<file path="config.mk">
export PLATFORM = sky130hd
export DESIGN_NAME = compare_split
export DESIGN_NICKNAME = d
export VERILOG_FILES = /design/src/rtl/cs_pkg.sv /design/src/rtl/cs_pick.sv /design/src/rtl/cs_ctrl.sv /design/src/rtl/compare_split.sv
export SDC_FILE = /design/constraint.sdc
export NUM_CORES = 1
export LEC_CHECK = 0
export BUFFER_PORTS_ARGS = -buffer_cell sky130_fd_sc_hd__buf_4
export CAP_MARGIN = 20
export CELL_PAD_IN_SITES_DETAIL_PLACEMENT = 0
export CELL_PAD_IN_SITES_GLOBAL_PLACEMENT = 2
export CORE_MARGIN = 3
export CORE_UTILIZATION = 38
export CTS_BUF_LIST = sky130_fd_sc_hd__clkbuf_16
export CTS_CLUSTER_SIZE = 14
export DETAILED_ROUTE_END_ITERATION = 10
export PLACE_DENSITY = 0.78
export SYNTH_ARGS = -nofsm -noshare
export SYNTH_HDL_FRONTEND = slang
export SYNTH_SLANG_ARGS = --single-unit
export TNS_END_PERCENT = 10
</file>
<file path="constraint.sdc">
create_clock -name clk_i -period 4.3 [get_ports clk_i]
set_input_delay 0.645 -clock clk_i [delete_from_list [all_inputs] [get_ports clk_i]]
set_output_delay 0.645 -clock clk_i [all_outputs]
set_load 0.02 [all_outputs]
</file>
<file path="src/rtl/cs_pkg.sv">
package cs_pkg;
  typedef enum logic {
    ROLE_LOW  = 1'b0,
    ROLE_HIGH = 1'b1
  } role_e;
endpackage

</file>
<file path="src/rtl/cs_pick.sv">
// Chooses the next key of the merge walk from the heads of both blocks.
module cs_pick #(
  parameter int K  = 4,
  parameter int W  = 8,
  localparam int CW = $clog2(K + 1),
  localparam int IW = (K > 1) ? $clog2(K) : 1
) (
  input  logic [K-1:0][W-1:0] loc_i,
  input  logic [K-1:0][W-1:0] rcv_i,
  input  logic [CW-1:0]       loc_used_i,
  input  logic [CW-1:0]       rcv_used_i,
  input  cs_pkg::role_e       role_i,
  output logic                take_loc_o,
  output logic [W-1:0]        key_o
);
  logic          loc_ok, rcv_ok;
  logic [CW-1:0] loc_pos, rcv_pos;
  logic [W-1:0]  loc_key, rcv_key;

  always_comb begin
    loc_ok  = loc_used_i < CW'(K);
    rcv_ok  = rcv_used_i < CW'(K);
    // high role walks from the top slot downward
    loc_pos = (role_i == cs_pkg::ROLE_HIGH) ? CW'(K - 1) - loc_used_i : loc_used_i;
    rcv_pos = (role_i == cs_pkg::ROLE_HIGH) ? CW'(K - 1) - rcv_used_i : rcv_used_i;
    loc_key = loc_ok ? loc_i[loc_pos[IW-1:0]] : '0;
    rcv_key = rcv_ok ? rcv_i[rcv_pos[IW-1:0]] : '0;
    // ties: local precedes received in the merged order
    if (!rcv_ok)
      take_loc_o = 1'b1;
    else if (!loc_ok)
      take_loc_o = 1'b0;
    else if (role_i == cs_pkg::ROLE_HIGH)
      take_loc_o = loc_key > rcv_key;
    else
      take_loc_o = loc_key <= rcv_key;
    key_o = take_loc_o ? loc_key : rcv_key;
  end
endmodule

</file>
<file path="src/rtl/cs_ctrl.sv">
// Walk sequencer: K steps per accepted start, one-cycle done.
module cs_ctrl #(
  parameter int K  = 4,
  localparam int IW = (K > 1) ? $clog2(K) : 1
) (
  input  logic          clk_i,
  input  logic          rst_ni,
  input  logic          start_i,
  output logic          accept_o,
  output logic          busy_o,
  output logic [IW-1:0] step_o,
  output logic          done_o
);
  logic          busy_q, done_q, last;
  logic [IW-1:0] step_q;

  assign accept_o = start_i && !busy_q;
  assign last     = busy_q && (step_q == IW'(K - 1));

  always_ff @(posedge clk_i or negedge rst_ni) begin
    if (!rst_ni) begin
      busy_q <= 1'b0;
      step_q <= '0;
      done_q <= 1'b0;
    end else begin
      done_q <= last;
      if (accept_o) begin
        busy_q <= 1'b1;
        step_q <= '0;
      end else if (busy_q) begin
        step_q <= step_q + 1'b1;
        if (last) busy_q <= 1'b0;
      end
    end
  end

  assign busy_o = busy_q;
  assign step_o = step_q;
  assign done_o = done_q;
endmodule

</file>
<file path="src/rtl/compare_split.sv">
module compare_split #(
  parameter int K = 4,
  parameter int W = 8,
  localparam int CW = $clog2(K + 1),
  localparam int IW = (K > 1) ? $clog2(K) : 1
) (
  input  logic         clk_i,
  input  logic         rst_ni,
  input  logic         start_i,
  input  logic         role_i,
  input  logic [K*W-1:0] local_i,
  input  logic [K*W-1:0] recv_i,
  output logic [K*W-1:0] result_o,
  output logic         done_o
);
  import cs_pkg::*;

  logic [K-1:0][W-1:0] loc_q, rcv_q, res_q;
  logic [CW-1:0]       loc_used_q, rcv_used_q;
  role_e               role_q;
  logic                accept, busy, take_loc;
  logic [IW-1:0]       step, slot;
  logic [W-1:0]        key;

  cs_ctrl #(.K(K)) u_ctrl (
    .clk_i    (clk_i),
    .rst_ni   (rst_ni),
    .start_i  (start_i),
    .accept_o (accept),
    .busy_o   (busy),
    .step_o   (step),
    .done_o   (done_o)
  );

  cs_pick #(.K(K), .W(W)) u_pick (
    .loc_i      (loc_q),
    .rcv_i      (rcv_q),
    .loc_used_i (loc_used_q),
    .rcv_used_i (rcv_used_q),
    .role_i     (role_q),
    .take_loc_o (take_loc),
    .key_o      (key)
  );

  assign slot = (role_q == ROLE_HIGH) ? IW'(K - 1) - step : step;

  always_ff @(posedge clk_i or negedge rst_ni) begin
    if (!rst_ni) begin
      loc_q      <= '0;
      rcv_q      <= '0;
      role_q     <= ROLE_LOW;
      loc_used_q <= '0;
      rcv_used_q <= '0;
    end else if (accept) begin
      loc_q      <= local_i;
      rcv_q      <= recv_i;
      role_q     <= role_e'(role_i);
      loc_used_q <= '0;
      rcv_used_q <= '0;
    end else if (busy) begin
      loc_used_q <= loc_used_q + CW'(take_loc);
      rcv_used_q <= rcv_used_q + CW'(!take_loc);
    end
  end

  for (genvar s = 0; s < K; s++) begin : g_slot
    always_ff @(posedge clk_i or negedge rst_ni) begin
      if (!rst_ni)
        res_q[s] <= '0;
      else if (busy && slot == IW'(s))
        res_q[s] <= key;
    end
  end

  assign result_o = res_q;
endmodule

</file>
# Yosys cells after proc, flatten, opt, wreduce, memory -nomap -nowiden

Index checks and enable logic that the tools add are counted.

Logic and storage cells: 66
Bits of input ports: 68
Register bits after elaboration: 107

Muxes and demuxes: 22
Eq/ne operators: 4
$lt $le $gt $ge: 6
Reductions and logical operators: 10
Add/sub/neg operators: 6

Operators with widths:

| cell                  | count |
|---|---|
| $mux W8               | 5 |
| $bmux W8 S2           | 2 |
| $mux W3               | 4 |
| $mux W2               | 5 |
| $gt A8 B8 Y1          | 1 |
| $le A8 B8 Y1          | 1 |
| $add A3 B1 Y3         | 2 |
| $eq A2 B2 Y1 const B  | 3 |
| $logic_and A1 B1 Y1   | 6 |
| $lt A2 B3 Y1 const B  | 2 |
| $lt A3 B3 Y1 const B  | 2 |
| $mux W1               | 6 |
| $sub A2 B2 Y2 const A | 3 |
| $add A2 B1 Y2 const B | 1 |
| $eq A2 B1 Y1 const B  | 1 |
| $logic_not A1 Y1      | 2 |
| $logic_not A2 Y1      | 1 |
| $reduce_bool A2 Y1    | 1 |

# Logic depth before layout (Yosys ltp)

Depth after elaboration: 13
Gate-level depth with buffers: 16
Mapped depth without buffers: 15

# Hierarchy

Synthesis repeated with hierarchy kept, for this count alone.

Cells, all modules: 547
Area total of the unflattened synthesis: 6387.4 um^2

By module, submodules not included:

| module        | sequential area each (um^2) | area an instance (um^2) | cells each | times used |
|---|---|---|---|---|
| compare_split | 2577.5                      | 5034.8                  | 416        | 1 |
| cs_pick       | 0.0                         | 1188.6                  | 120        | 1 |
| cs_ctrl       | 100.1                       | 163.9                   | 11         | 1 |

# Least setup slack after synthesis

No wires, ideal clock.

Path type: reg2reg
Start point: register role_q
End point: register rcv_used_q[1]
Library setup time: 121 ps
Buffers on the path: 1
Path slack: 665 ps
Data arrival time: 3514 ps
Cell stages (with the launch flop): 15
Clock period less this slack: 3635 ps
Path through: dfrtp_1 > buf_6 > xnor2_4 > mux4_2 > and2b_1 > ha_1 > nand4_1 > nor2_1 > nor3_1 > a211o_1 > nor3_1 > nor2_1 > ha_1 > ha_1 > a22o_1

Word-level cells in the longest chain between the ends: 12
Elaborated cells between the ends (all ways): 17
Those cells by class: add/sub: 1; order compare: 2; mux: 13; reduce/logical: 1

Ends and longest elaborated chain:

| what                                                | RTL line                     | source |
|---|---|---|
| from (decl)                                         | compare_split.sv:20          | `role_e role_q;` |
| from (signal assigned)                              | compare_split.sv:57          | `role_q <= role_e'(role_i);` |
| $mux W2, on equally long branches                   | cs_pick.sv:24, cs_pick.sv:25 |  |
| $bmux W8 S2, on equally long branches               | cs_pick.sv:26, cs_pick.sv:27 |  |
| $mux W8, on equally long branches (2 in a row)      | cs_pick.sv:26, cs_pick.sv:27 |  |
| $le A8 B8 Y1 / $gt A8 B8 Y1 (equally long branches) | cs_pick.sv:36, cs_pick.sv:34 |  |
| $mux W1 (*)                                         | cs_pick.sv:33                | `else if (role_i == cs_pkg::ROLE_HIGH)` |
| $mux W1 (*)                                         | cs_pick.sv:31                | `else if (!loc_ok)` |
| $mux W1 (*)                                         | cs_pick.sv:29                | `if (!rcv_ok)` |
| $logic_not A1 Y1 (*)                                | compare_split.sv:62          | `rcv_used_q <= rcv_used_q + CW'(!take_loc);` |
| $add A3 B1 Y3 (*)                                   | compare_split.sv:62          |  |
| $mux W3 (*)                                         | compare_split.sv:60          | `end else if (busy) begin` |
| $mux W3 (*)                                         | compare_split.sv:54          | `end else if (accept) begin` |
| to (signal assigned)                                | compare_split.sv:62          |  |
| to (decl)                                           | compare_split.sv:19          | `logic [CW-1:0] loc_used_q, rcv_used_q;` |

Mark *: on every way between the ends. The rest lies on a longest branch, timed or not. The select of a mux whose other input is x is not followed.
A chain may end at the register's enable or synchronous reset.

# Final worst setup path

Start point: register loc_used_q[0]
End point: register rcv_used_q[1]

Word-level cells in the longest chain between the ends: 13
Elaborated cells between the ends (all ways): 15
Those cells by class: add/sub: 2; order compare: 3; mux: 9; reduce/logical: 1

Ends and longest elaborated chain:

| what                                                | RTL line                     | source |
|---|---|---|
| from (decl)                                         | compare_split.sv:19          |  |
| from (signal assigned)                              | compare_split.sv:61          | `loc_used_q <= loc_used_q + CW'(take_loc);` |
| $sub A2 B2 Y2                                       | cs_pick.sv:24                | `loc_pos = (role_i == cs_pkg::ROLE_HIGH) ? CW'(K - 1) - loc_used_i : loc_used_i;` |
| $mux W2                                             | cs_pick.sv:24                |  |
| $bmux W8 S2                                         | cs_pick.sv:26                | `loc_key = loc_ok ? loc_i[loc_pos[IW-1:0]] : '0;` |
| $mux W8 (not written as such)                       | cs_pick.sv:26                |  |
| $mux W8                                             | cs_pick.sv:26                |  |
| $le A8 B8 Y1 / $gt A8 B8 Y1 (equally long branches) | cs_pick.sv:36, cs_pick.sv:34 |  |
| $mux W1                                             | cs_pick.sv:33                |  |
| $mux W1 (*)                                         | cs_pick.sv:31                |  |
| $mux W1 (*)                                         | cs_pick.sv:29                |  |
| $logic_not A1 Y1 (*)                                | compare_split.sv:62          |  |
| $add A3 B1 Y3 (*)                                   | compare_split.sv:62          |  |
| $mux W3 (*)                                         | compare_split.sv:60          |  |
| $mux W3 (*)                                         | compare_split.sv:54          |  |

Marks and branches as above.

==> flow_summary.yaml <==
outcome:
  status: "completed"
die:
  ios: 101
  start_util: 0.392
  rows: 43
  die-area_um2: 15900
  die_w_um: 126
  core_um2: 14000
  die_h_um: 126
placed_design:
  hpwl_mm: 9.24
  place_congestion: 0.742
  portBuffers: 100
cells_and_area:
  fillers: 1313
  area_growth_pct: 21.4
  fin_nets: 592
  drive_above_1_share: 0.427
  diodes: 0
clock_tree:
  h-tree-depth: 3
  numCtsBuffers: 9
  clock_sinks: 107
  insertion_delay_ns: 0.35
  clockRootBuffer: "clkbuf_16"
  cts_tree: "built"
  cts_buffer_depth: 2
  path_clk_slew_ns: 0.07
  postCtsSetupBuffers: 0
synth:
  synthArstFlopShare: 1.00
  synth-seq-cells: 107
  ys_types: 49
  yosys-top-cells-area: "dfrtp_1 (49%), mux2_2 (14%), mux4_1 (6.7%)"
  synth-edff-count: 0
  netlist.area_leader.share: 0.488
  syn_area_um2: 5490
  yosys.area.top_type: "dfrtp_1"
  syn-num-nets: 500
  synthFlopType: "dfrtp_1"
  yosys_warnings: 0
  ys_seq_area_frac: 0.488
  synthCells: 419
  postSynthAreaPerCell_um2: 13.1
sta:
  slew_viol_final: 0
  rsz0062_at_grt: "false"
  tns_ns: 0
  tightest_slew_ns: 0.920
  finClkSkew_ns: 0.00749
  fin_crit_ns: 3.96
  setup_violations: 0
  relSlewSlack: 0.387
  final.period_utilization: 0.920
  hold_viol_final: 0
  fmax_mhz: 253
worst_setup_path:
  cp-start-kind: "flip-flop"
  ff2ff_path_depth: 13
  r2r_start: "loc_used_q[0]"
  endpoint: "rcv_used_q[1]"
  critPathArrivalTime_ns: 4.19
  crit_fanout: 7
  worstSetupPathType: "reg -> reg"
  crit_start: "loc_used_q[0]"
  worstReg2RegEnd: "rcv_used_q[1]"
  worstSetupEndpointType: "flip-flop"
  critPathRequiredTime_ns: 4.53
  rrSetupSlack_ns: 0.34
flow_run:
  cap_violations: 0
global_route:
  grt_pass1_vias: 3851
  grt_overflow: 0
  grtUsageTotal: 0.162
  grt_start_max_net_pins: 73
  grt_pass1_wl_mm: 20.4
  antenna_found_initial: 0
route:
  wirelength_mm: 12.5
  wl_per_cell_um: 17.9
  viasPerCell: 5.30
  drtIter0Drc: 189
  drc: 0
  antenna_left: 0
  vias: 3684
  dr.pass1.iters: 4
worst_hold_path:
  worstHoldPathType: "in -> async"
## through the flow
stage                     utilization  worst slack (ns)  instance area [um2]  hold WS (ns)  cells
after global placement          0.455             0.387                 6370         0.486    679
after detailed placement        0.456             0.261                 6380         0.495    680
after CTS                       0.476             0.233                 6660         0.459    695
final                           0.476             0.344                 6660         0.424    695
after floorplan                     -             0.665                 5490         0.349    419
after global routing            0.476            0.0537                 6660         0.500    695
## worst min path at each step
stage,from,end,slack (ns),depth (start not counted)
finish,rst_ni,result_o[19],0.42,1
global route,rst_ni,u_ctrl.busy_o,0.50,1
CTS,rst_ni,u_ctrl.busy_o,0.46,1
detailed placement,rcv_q[7],rcv_q[7],0.50,1
global placement,rcv_q[17],rcv_q[17],0.49,1
floorplan,rst_ni,loc_q[0],0.35,0
## synthesized netlist by cell type, types with 2 or more instances
cell and number:
dfrtp_1 107, mux2_2 66, nor2_1 38, a31oi_1 32
nand2_1 19, mux4_1 14, ha_1 13, buf_2 10
mux4_2 10, a21o_1 9, a22o_1 9, clkbuf_1 9
nand2b_1 9, o21ai_0 9, a31oi_2 6, buf_6 5
nor2b_1 5, o21ai_1 5, buf_1 4, a21oi_1 3
a211o_1 2, a21boi_2 2, and2_1 2, nand3b_1 2
nand4_1 2, nor3_1 2, or2_2 2, or3b_2 2
## cell families (layout without fill, tap and decap cells)
group	Yosys count	in the layout	synth area share
fa+ha+maj	13	13	0.0296
mux	90	90	0.244
flops	107	107	0.488
xor+xnor	2	2	0.0100
buf+inv	30	126	0.0317
compound gates	87	87	0.119
simple gates	90	90	0.0782
## sequential cells by signal (all words and copies together), names as in the netlist
name           flops
role_q             1
loc_used_q         3
loc_q             32
rcv_used_q         3
u_ctrl.step_o      2
rcv_q             32
u_ctrl.done_o      1
result_o          32
u_ctrl.busy_o      1
## critical path, cell delays in order, from the launching register on
cell     delay, ns
dfrtp_1       0.53
buf_4         0.24
mux4_1        0.58
a22o_1        0.33
ha_1          0.32
nand4_1       0.16
nor2_2        0.22
nor3_1        0.12
a211o_1       0.31
nor3_1        0.27
nor2_1        0.07
ha_1          0.21
ha_1          0.26
a22o_1        0.21
## layer usage
metal / part of all wire / up-vias / track usage / wire [um]
li1: - / 1758 / - / -
met4: 0.014 / 0 / 0.0524 / 177
met3: 0.045 / 15 / 0.0335 / 564
met2: 0.47 / 87 / 0.256 / 5870
met1: 0.47 / 1824 / 0.224 / 5850
met5: 0 / - / 0 / 0
## layout by cell type (no fill, tap or decap), drive strengths merged, types with 2 or more instances in the layout
cell type / netlist / routed
a211o: 2 / 2
a211oi: 2 / 2
a21boi: 3 / 3
a21o: 9 / 9
a21oi: 3 / 3
a22o: 10 / 10
a31oi: 39 / 39
and2: 2 / 2
buf: 20 / 110
clkbuf: 9 / 9
dfrtp: 107 / 107
ha: 13 / 13
inv: 1 / 4
mux2: 66 / 66
mux4: 24 / 24
nand2: 20 / 20
nand2b: 9 / 9
nand3b: 2 / 2
nand4: 2 / 2
nor2: 38 / 38
nor2b: 5 / 5
nor3: 2 / 2
o21ai: 15 / 15
or2: 2 / 2
or3b: 2 / 2
## area by class of cell
cell class,count,area [um2],share of cell area
Clock buffer,9,225,0.0338
Clock inverter,6,57.6,0.00864
Inverter,1,3.75,0.000563
Multi-Input combinational cell,282,2650,0.397
Sequential cell,107,2680,0.402
Tap cell,180,225,0.0338
Timing Repair Buffer,110,826,0.124
## repair_timing
action                                  4_1_cts  5_1_grt
hold buffers                                  0        0
resized for setup                             0        2
endpoints found under the setup margin        0        4
Power is not shown: default switching activity piles up to over one toggle a cycle in this logic, so the estimate is an artifact.
